$ cat src/rtl/isu_pkg.sv
package isu_pkg;

  typedef enum logic [2:0] {
    SEL_NONE,
    SEL_REV,
    SEL_MASK,
    SEL_STAT,
    SEL_VEC
  } rdSel_e;

  typedef struct packed {
    logic   maskWr;
    logic   statClr;
    logic   vecClr;
    logic   forceAll;
    logic   softRst;
    logic   newMode;
    logic   rdEn;
    rdSel_e rdSel;
  } strobes_t;

endpackage

$ cat src/rtl/isu_ctrl.sv
module isu_ctrl
  import isu_pkg::*;
#(
  parameter int          ADDR_W   = 6,
  parameter int          REV_W    = 8,
  parameter logic [7:0]  NEW_REV  = 8'h34,
  parameter logic [5:0]  OFF_REV  = 6'h00,
  parameter logic [5:0]  OFF_MASK = 6'h04,
  parameter logic [5:0]  OFF_STAT = 6'h08,
  parameter logic [5:0]  OFF_VEC  = 6'h0C,
  parameter logic [5:0]  OFF_SCTL = 6'h20,
  parameter logic [5:0]  OFF_TEST = 6'h3C
) (
  input  logic [REV_W-1:0]  revId,
  input  logic              regWr,
  input  logic              regRd,
  input  logic [ADDR_W-1:0] regAddr,
  input  logic              testForceBit,
  input  logic              softRstBit,
  output strobes_t          stb
);

  logic newMode;
  assign newMode = (revId >= REV_W'(NEW_REV));

  always_comb begin
    stb          = '0;
    stb.newMode  = newMode;
    stb.rdEn     = regRd;
    stb.maskWr   = regWr && (regAddr == ADDR_W'(OFF_MASK));
    stb.statClr  = regWr && newMode && (regAddr == ADDR_W'(OFF_STAT));
    stb.vecClr   = regRd && !newMode && (regAddr == ADDR_W'(OFF_VEC));
    stb.forceAll = regWr && newMode && testForceBit && (regAddr == ADDR_W'(OFF_TEST));
    stb.softRst  = regWr && newMode && softRstBit && (regAddr == ADDR_W'(OFF_SCTL));
    if (regAddr == ADDR_W'(OFF_REV))       stb.rdSel = SEL_REV;
    else if (regAddr == ADDR_W'(OFF_MASK)) stb.rdSel = SEL_MASK;
    else if (regAddr == ADDR_W'(OFF_STAT)) stb.rdSel = SEL_STAT;
    else if (regAddr == ADDR_W'(OFF_VEC))  stb.rdSel = SEL_VEC;
    else                                   stb.rdSel = SEL_NONE;
  end

endmodule

$ cat src/rtl/isu_datapath.sv
module isu_datapath
  import isu_pkg::*;
#(
  parameter int SRC_W    = 6,
  parameter int LEG_W    = 5,
  parameter int DATA_W   = 16,
  parameter int REV_W    = 8,
  parameter int BUSY_BIT = 12
) (
  input  logic              clk,
  input  logic              rstN,
  input  strobes_t          stb,
  input  logic [SRC_W-1:0]  evtPulse,
  input  logic [SRC_W-1:0]  wrBits,
  input  logic [REV_W-1:0]  revId,
  input  logic              busBusy,
  output logic [DATA_W-1:0] rdData,
  output logic              irq,
  output logic [SRC_W-1:0]  statQ,
  output logic [SRC_W-1:0]  maskQ
);

  localparam int VEC_W = $clog2(SRC_W + 1);
  localparam logic [SRC_W-1:0] LEG_KEEP = SRC_W'((1 << LEG_W) - 1);

  logic [SRC_W-1:0]  pend;
  logic [SRC_W-1:0]  vecHot;
  logic [VEC_W-1:0]  vecIdx;
  logic [SRC_W-1:0]  clrBits;
  logic [SRC_W-1:0]  statD;
  logic [SRC_W-1:0]  maskD;
  logic [SRC_W-1:0]  maskWrVal;
  logic [DATA_W-1:0] statWord;

  assign pend = statQ & maskQ;

  // Lowest pending enabled source wins: scan from the top so the last hit stays.
  always_comb begin
    vecIdx = '0;
    vecHot = '0;
    for (int i = SRC_W - 1; i >= 0; i--) begin
      if (pend[i]) begin
        vecIdx    = VEC_W'(i + 1);
        vecHot    = '0;
        vecHot[i] = 1'b1;
      end
    end
  end

  assign clrBits   = (stb.statClr ? wrBits : '0) | (stb.vecClr ? vecHot : '0);
  assign maskWrVal = stb.newMode ? wrBits : (wrBits & LEG_KEEP);

  // Soft reset beats everything; an event beats a clear on the same bit.
  always_comb begin
    if (stb.softRst) begin
      statD = '0;
      maskD = '0;
    end else begin
      statD = (statQ & ~clrBits) | (stb.forceAll ? '1 : '0) | evtPulse;
      maskD = stb.maskWr ? maskWrVal : maskQ;
    end
  end

  always_comb begin
    statWord                = '0;
    statWord[SRC_W-1:0]     = statQ;
    statWord[BUSY_BIT]      = busBusy;
  end

  always_ff @(posedge clk or negedge rstN) begin
    if (!rstN) begin
      statQ  <= '0;
      maskQ  <= '0;
      irq    <= 1'b0;
      rdData <= '0;
    end else begin
      statQ <= statD;
      maskQ <= maskD;
      irq   <= |pend;
      if (stb.rdEn) begin
        case (stb.rdSel)
          SEL_REV:  rdData <= DATA_W'(revId);
          SEL_MASK: rdData <= DATA_W'(maskQ);
          SEL_STAT: rdData <= statWord;
          SEL_VEC:  rdData <= DATA_W'(vecIdx);
          default:  rdData <= '0;
        endcase
      end
    end
  end

endmodule

$ cat src/rtl/i2c_irq_status.sv
module i2c_irq_status
  import isu_pkg::*;
#(
  parameter int SRC_W     = 6,
  parameter int LEG_W     = 5,
  parameter int ADDR_W    = 6,
  parameter int DATA_W    = 16,
  parameter int REV_W     = 8,
  parameter int BUSY_BIT  = 12,
  parameter int TEST_BIT  = 11,
  parameter int SRST_BIT  = 1
) (
  input  logic              clk,
  input  logic              rstN,
  input  logic [REV_W-1:0]  revId,
  input  logic [SRC_W-1:0]  evtPulse,
  input  logic              busBusy,
  input  logic              regWr,
  input  logic              regRd,
  input  logic [ADDR_W-1:0] regAddr,
  input  logic [DATA_W-1:0] regWdata,
  output logic [DATA_W-1:0] regRdata,
  output logic              irq
);

  strobes_t         stb;
  logic [SRC_W-1:0] statQ;
  logic [SRC_W-1:0] maskQ;
  logic             unusedWdata;

  assign unusedWdata = ^regWdata;

  isu_ctrl #(
    .ADDR_W(ADDR_W),
    .REV_W (REV_W)
  ) u_ctrl (
    .revId       (revId),
    .regWr       (regWr),
    .regRd       (regRd),
    .regAddr     (regAddr),
    .testForceBit(regWdata[TEST_BIT]),
    .softRstBit  (regWdata[SRST_BIT]),
    .stb         (stb)
  );

  isu_datapath #(
    .SRC_W   (SRC_W),
    .LEG_W   (LEG_W),
    .DATA_W  (DATA_W),
    .REV_W   (REV_W),
    .BUSY_BIT(BUSY_BIT)
  ) u_dp (
    .clk     (clk),
    .rstN    (rstN),
    .stb     (stb),
    .evtPulse(evtPulse),
    .wrBits  (regWdata[SRC_W-1:0]),
    .revId   (revId),
    .busBusy (busBusy),
    .rdData  (regRdata),
    .irq     (irq),
    .statQ   (statQ),
    .maskQ   (maskQ)
  );

endmodule

$ cat config.mk
export PLATFORM = sky130hd
export DESIGN_NAME = i2c_irq_status
export DESIGN_NICKNAME = d
export VERILOG_FILES = /design/src/rtl/isu_pkg.sv /design/src/rtl/isu_ctrl.sv /design/src/rtl/isu_datapath.sv /design/src/rtl/i2c_irq_status.sv
export SDC_FILE = /design/constraint.sdc
export NUM_CORES = 1
export LEC_CHECK = 0
export ABC_CLOCK_PERIOD_IN_PS = 1800
export BUFFER_PORTS_ARGS = -buffer_cell sky130_fd_sc_hd__buf_2
export CORE_ASPECT_RATIO = 1.75
export CORE_MARGIN = 10
export CORE_UTILIZATION = 38
export DETAILED_ROUTE_END_ITERATION = 16
export PLACE_DENSITY = 0.72
export SLEW_MARGIN = 0
export SYNTH_ARGS = -nofsm -noshare
export SYNTH_HDL_FRONTEND = slang
export SYNTH_SLANG_ARGS = --single-unit
$ cat constraint.sdc
create_clock -name clk -period 1.8 [get_ports clk]
set_clock_uncertainty 0.05 [all_clocks]
set_input_delay 0.09 -clock clk [delete_from_list [all_inputs] [get_ports clk]]
set_output_delay 0.09 -clock clk [all_outputs]
set_load 0.005 [all_outputs]
==> results.json, run 1 <==
{
  "grtUsageTotal_pct": 11.7,
  "overflow": 0,
  "rsz0062_at_grt": "false",
  "clock_path_buffers": 2,
  "grt_pass1_wl_mm": 6.17,
  "drive_gt1_share_pct": 27.7,
  "insertion_delay_ns": 0.26,
  "cellPowerDensity_mw_per_mm2": 675,
  "area_delta_synth_final_pct": 23.6,
  "synthTopCellsByCount": "dfrtp_1, nor2_1, nand2_1, inv_1, a21oi_1",
  "num_rows": 28,
  "max_slew_margin_pct": 65.3,
  "synth.top_cell.area_share_pct": 40.6,
  "hold_end": "u_dp.rdData[7]",
  "syn_avg_cell_area_um2": 8.43,
  "finalHoldViolations": 0,
  "drc": 0,
  "grt_max_degree": 23,
  "wl_per_cell_um": 14.7,
  "worstPathArrival_ns": 1.69,
  "p_leak_nw": 0.843,
  "wl_met2_mm": 2.04,
  "reg2reg_from": "u_dp.maskQ[3]",
  "viasPerCell": 5.12,
  "grt_pass1_vias": 1417,
  "cts_max_level": 1,
  "synth_seq_cells": 22,
  "setup_viol": 0,
  "met1_length_mm": 1.26,
  "synth_ff_type": "dfrtp_1",
  "synth_edf_count": 0,
  "cts_sinks": 22,
  "syn_inst": 161,
  "endpoint_kind": "register",
  "finalMaxSlewViolations": 0,
  "setup_ws_ns": 0.211,
  "yosysMostFrequentCell": "dfrtp_1",
  "outcome": "finished clean",
  "cts_tree": "yes",
  "reg2regPathDepth": 5,
  "wl_met3_um": 285,
  "dieArea_mm2": 0.00646,
  "worstHoldStart": "revId[7]",
  "seq_area_frac_synth_pct": 40.6,
  "num-nets-final": 248,
  "yosys.area.top_type": "dfrtp_1",
  "vias": 1284,
  "p_total_mw": 1.13,
  "critPathKind": "register to register",
  "mappedNetlistArea_mm2": 0.00136,
  "highest_layer": "met4",
  "chipWidth_um": 65.2,
  "ys_async_sr_fraction_pct": 100,
  "required_ns": 1.90,
  "die_h_um": 99.1,
  "cp_max_fo": 5,
  "ir_worst_vdd_uv": 505,
  "grt_antenna_before_repair": 0,
  "tns_ns": 0,
  "synthTopCellsByArea": "dfrtp_1, mux2i_1, nor2_1",
  "cts_inserted_buffers": 3,
  "antenna_cells": 0,
  "period_share_pct": 88.3,
  "cts_setup_buffers": 0,
  "reg2reg_slack_ns": 0.21,
  "clk_pin_slew_ns": 0.08,
  "period_needed_ns": 1.59,
  "cts_root_buf": "clkbuf_8",
  "drtIter0Drc": 17,
  "gp_congestion": 0.890,
  "core_area_mm2": 0.00340,
  "pre_cts_ws_ns": 0.173,
  "synth.distinct_cells": 39,
  "io_buffers": 41,
  "ioPinCount": 58,
  "firstDrtPassIters": 4,
  "hold_class": "primary input to register",
  "synth_warnings": 0,
  "initial_utilization_pct": 39.9,
  "ant_nets": 0,
  "r2r-end": "u_dp.rdData[2]",
  "hold_depth": 3,
  "fmaxAchievable_ghz": 0.629,
  "worst_pin_slew_ns": 0.520,
  "routed_wl_mm": 3.69,
  "startpoint_type": "register",
  "dpl.hpwl_mm": 3.08,
  "cap_violations": 0
}
[sequential cells by signal, summed over array words and instances (netlist names)]
signal and flops:
u_dp.irq 1, u_dp.maskQ 6, u_dp.rdData 9, u_dp.statQ 6
[per-layer routing]
| metal | vias to the layer above | global-route usage [%] |
|---|---|---|
| met5 | - | 0 |
| met1 | 584 | 10.8 |
| met4 | 0 | 5.30 |
| li1 | 641 | - |
| met3 | 8 | 3.06 |
| met2 | 51 | 22.4 |
[critical path, stage by stage, from the launching register on]
cell and delay (ns):
dfrtp_1 0.43, a22oi_1 0.36, a21boi_0 0.29, inv_1 0.07, a31oi_1 0.18, o32ai_1 0.10
[how the worst max path moves through the flow]
stage	startpoint	end	slack (ns)	depth (start not counted)
after floorplan	revId[7]	u_dp.statQ[5]	0.40	5
after global placement	revId[7]	u_dp.statQ[4]	0.18	6
after detailed placement	revId[7]	u_dp.statQ[4]	0.17	6
after CTS	u_dp.maskQ[3]	u_dp.rdData[2]	0.24	5
after global routing	u_dp.maskQ[3]	u_dp.rdData[2]	0.08	5
final	u_dp.maskQ[3]	u_dp.rdData[2]	0.21	5
[power breakdown]
part	total, mW	switching (mW)	internal (mW)
Clock	0.358	0.163	0.195
Combinational	0.227	0.130	0.0974
Sequential	0.547	0.0232	0.523
Total	1.13	0.316	0.816
[what timing repair did]
| item | 4_1_cts | 5_1_grt |
|---|---|---|
| resized for setup | 0 | 0 |
| endpoints found under the hold margin | 23 | 0 |
| setup endpoints to repair | 0 | 0 |
| hold buffers | 2 | 0 |
[metrics by stage]
| stage | hold slack [ns] | area, um2 | std cells | utilization [%] |
|---|---|---|---|---|
| 2_1_floorplan | -0.256 | 1380 | 167 | - |
| 3_3_place_gp | 0.0251 | 1600 | 245 | 47.2 |
| 3_5_place_dp | 0.0300 | 1600 | 245 | 47.2 |
| 4_1_cts | 0.00390 | 1680 | 251 | 49.4 |
| 5_1_grt | 0.0183 | 1680 | 251 | 49.4 |
| 6_report | 0.00372 | 1680 | 251 | 49.4 |
[logic make-up after synthesis]
family	count (synthesis)	share of synthesized area, %
AOI/OAI and AO/OA	42	21.4
buffers and inverters	29	10.3
muxes	8	5.90
and+or+nand+nor	59	21.6
other	1	0.276
DFF	22	40.6
[layout by cell type (no fill, tap or decap), drive strengths merged, types with 3 or more instances in the layout]
master	Yosys	final
o22ai	5	5
inv	15	15
a31oi	3	3
o21ai	7	7
nor2	19	19
a21oi	11	11
nand3	7	7
nand2	16	16
clkbuf	3	4
conb	1	7
o211ai	4	4
buf	11	47
mux2i	8	8
dfrtp	22	22
[cell type report]
class / instances / area, um2
fill: 344 / 1720
multi-input combinational: 116 / 689
sequential: 22 / 551
timing repair buffer: 49 / 270
inverter: 15 / 56.3
tap: 45 / 56.3
clock buffer: 4 / 55.1
Note: power is estimated with default switching activity, not from simulation.
==> inputs of run 2 (changes only) <==
--- a/config.mk
+++ b/config.mk
@@ -5,7 +5,7 @@
 export SDC_FILE = /design/constraint.sdc
 export NUM_CORES = 1
 export LEC_CHECK = 0
-export ABC_CLOCK_PERIOD_IN_PS = 1800
+export ABC_CLOCK_PERIOD_IN_PS = 1550
 export BUFFER_PORTS_ARGS = -buffer_cell sky130_fd_sc_hd__buf_2
 export CORE_ASPECT_RATIO = 1.75
 export CORE_MARGIN = 10
==> constraint.sdc (replaced) <==
create_clock -name clk -period 1.55 [get_ports clk]
set_clock_uncertainty 0.05 [all_clocks]
set_input_delay 0.0775 -clock clk [delete_from_list [all_inputs] [get_ports clk]]
set_output_delay 0.0775 -clock clk [all_outputs]
set_load 0.005 [all_outputs]
==> run 2 against run 1 <==
Net effect: cell count increased by 4.0%; global-route usage rose by 0.65 points; non-clock buffer count is 10 higher; critical path depth fell by 1; first-iteration DRC count increased by 94%; utilization up 2.4 points; maximum frequency rose by 10%; hold slack improved by 0.012 ns; power is 20% higher; highest routed layer unchanged.
==> results.json, run 2 (same netlist as run 1, synthesis figures left out) <==
{
  "outcome": "finished clean",
  "ir_worst_vdd_uv": 518,
  "clock_path_buffers": 2,
  "cts_inserted_buffers": 3,
  "critPathKind": "register to register",
  "overflow": 0,
  "reg2reg_slack_ns": 0.11,
  "insertion_delay_ns": 0.27,
  "startpoint": "u_dp.statQ[2]",
  "initial_utilization_pct": 39.9,
  "worstPathArrival_ns": 1.55,
  "finalMaxSlewViolations": 0,
  "grt_antenna_before_repair": 0,
  "cellPowerDensity_mw_per_mm2": 770,
  "rsz0062_at_grt": "false",
  "required_ns": 1.66,
  "gp_congestion": 0.868,
  "reg2regPathDepth": 4,
  "hold_class": "primary input to register",
  "cts_tree": "yes",
  "grt_pass1_vias": 1509,
  "p_leak_nw": 0.890,
  "core_area_mm2": 0.00340,
  "r2r-end": "u_dp.statQ[4]",
  "firstDrtPassIters": 4,
  "wl_per_cell_um": 15.1,
  "tns_ns": 0,
  "dieArea_mm2": 0.00646,
  "largest_reg_flops": 9,
  "final_core_util_pct": 51.8,
  "combPwrFrac_pct": 21.9,
  "p_int_uw": 974,
  "netSwitchingFraction_pct": 28.1,
  "cp_cell_sequence": "nand2_1 -> and3_1 -> a31oi_1 -> o31a_1",
  "reg2reg_from": "u_dp.statQ[2]",
  "cap_violations": 0,
  "cp_max_fo": 5,
  "vias": 1371,
  "critPathSlowestCell": "dfrtp_1",
  "routed_wl_mm": 3.94,
  "period_needed_ns": 1.44,
  "mostFrequentLayoutCells": "buf_2, dfrtp_1, nor2_1",
  "grtUsageTotal_pct": 12.3,
  "drc": 0,
  "grt_max_degree": 23,
  "fillers": 353,
  "period_share_pct": 93.1,
  "drive_gt1_share_pct": 29.6,
  "pwr-share-clk_pct": 31.1,
  "power_frac_seq_pct": 47.0,
  "area_delta_synth_final_pct": 29.7,
  "drtIter0Drc": 33,
  "startpoint_type": "register",
  "final_cells": 261,
  "dpl.hpwl_mm": 3.26,
  "place_inst": 252,
  "p_sw_uw": 381,
  "endpoint_kind": "register",
  "setup_viol": 0,
  "grt_pass1_wl_mm": 6.49,
  "top_regs": "u_dp.rdData x9, u_dp.maskQ x6, u_dp.statQ x6",
  "top_register": "u_dp.rdData",
  "ioPinCount": 58,
  "cts_sinks": 22,
  "die_h_um": 99.1,
  "endpoint": "u_dp.statQ[4]",
  "ant_nets": 0,
  "cts_root_buf": "clkbuf_8",
  "antenna_cells": 0,
  "clk_pin_slew_ns": 0.08,
  "io_buffers": 41,
  "num_rows": 28,
  "fmaxAchievable_ghz": 0.693,
  "layout_commonest_cell": "buf_2",
  "cts_max_level": 1,
  "cts_setup_buffers": 0,
  "finalHoldViolations": 0,
  "viasPerCell": 5.25,
  "slowest_delay_ns": 0.43,
  "chipWidth_um": 65.2,
  "num-nets-final": 258
}
run 2: timing repair:
item / in CTS / in global routing
resized for setup: 0 / 1
setup endpoints to repair: 0 / 1
hold buffers: 4 / 1
hold endpoints to repair: 25 / 1
run 2: worst max-delay path: cells and delay by family, from the launching register on:
family	cells	cell delay [ns]
DFF	1	0.43
AOI/OAI and AO/OA	2	0.42
and+or+nand+nor	2	0.43
run 2: power groups by stage:
stage                     logic, mW  clock network [mW]  registers (mW)
final                         0.297               0.421           0.637
after detailed placement      0.286                   0           0.648
after global placement        0.283                   0           0.646
after floorplan               0.160                   0           0.643
after global routing          0.331               0.443           0.642
after CTS                     0.295               0.423           0.637
run 2: cell type report:
cell class,count,area (um2),share of cell area [%]
Clock buffer,4,55.1,3.13
Inverter,15,56.3,3.20
Multi-Input combinational cell,116,689,39.2
Sequential cell,22,551,31.3
Tap cell,45,56.3,3.20
Timing Repair Buffer,59,353,20.0
run 2: worst min path at each step:
stage | from | end | cells after the start
2_1_floorplan | rstN | u_dp.irq | 0
3_3_place_gp | rstN | u_dp.irq | 1
3_5_place_dp | rstN | u_dp.irq | 1
4_1_cts | evtPulse[4] | u_dp.statQ[4] | 2
5_1_grt | regWdata[5] | u_dp.maskQ[5] | 3
6_report | evtPulse[5] | u_dp.statQ[5] | 3
run 2: through the flow:
stage               instance area, um2  power (mW)  hold WS (ns)  worst slack, ns
global placement                  1660       0.930        0.0106          -0.0288
finish                            1760        1.36        0.0160            0.107
global route                      1760        1.42        0.0311          0.00784
CTS                               1750        1.35      0.000332           0.0786
detailed placement                1660       0.934        0.0141          -0.0529
floorplan                         1380       0.803        -0.268            0.163
run 2: routing by layer:
metal | routed length (um) | global-route usage, % | part of all wire, %
met5 | 0 | 0 | 0
met4 | 133 | 7.45 | 3.4
met3 | 211 | 1.93 | 5.3
met2 | 2240 | 24.2 | 57
met1 | 1360 | 10.9 | 34
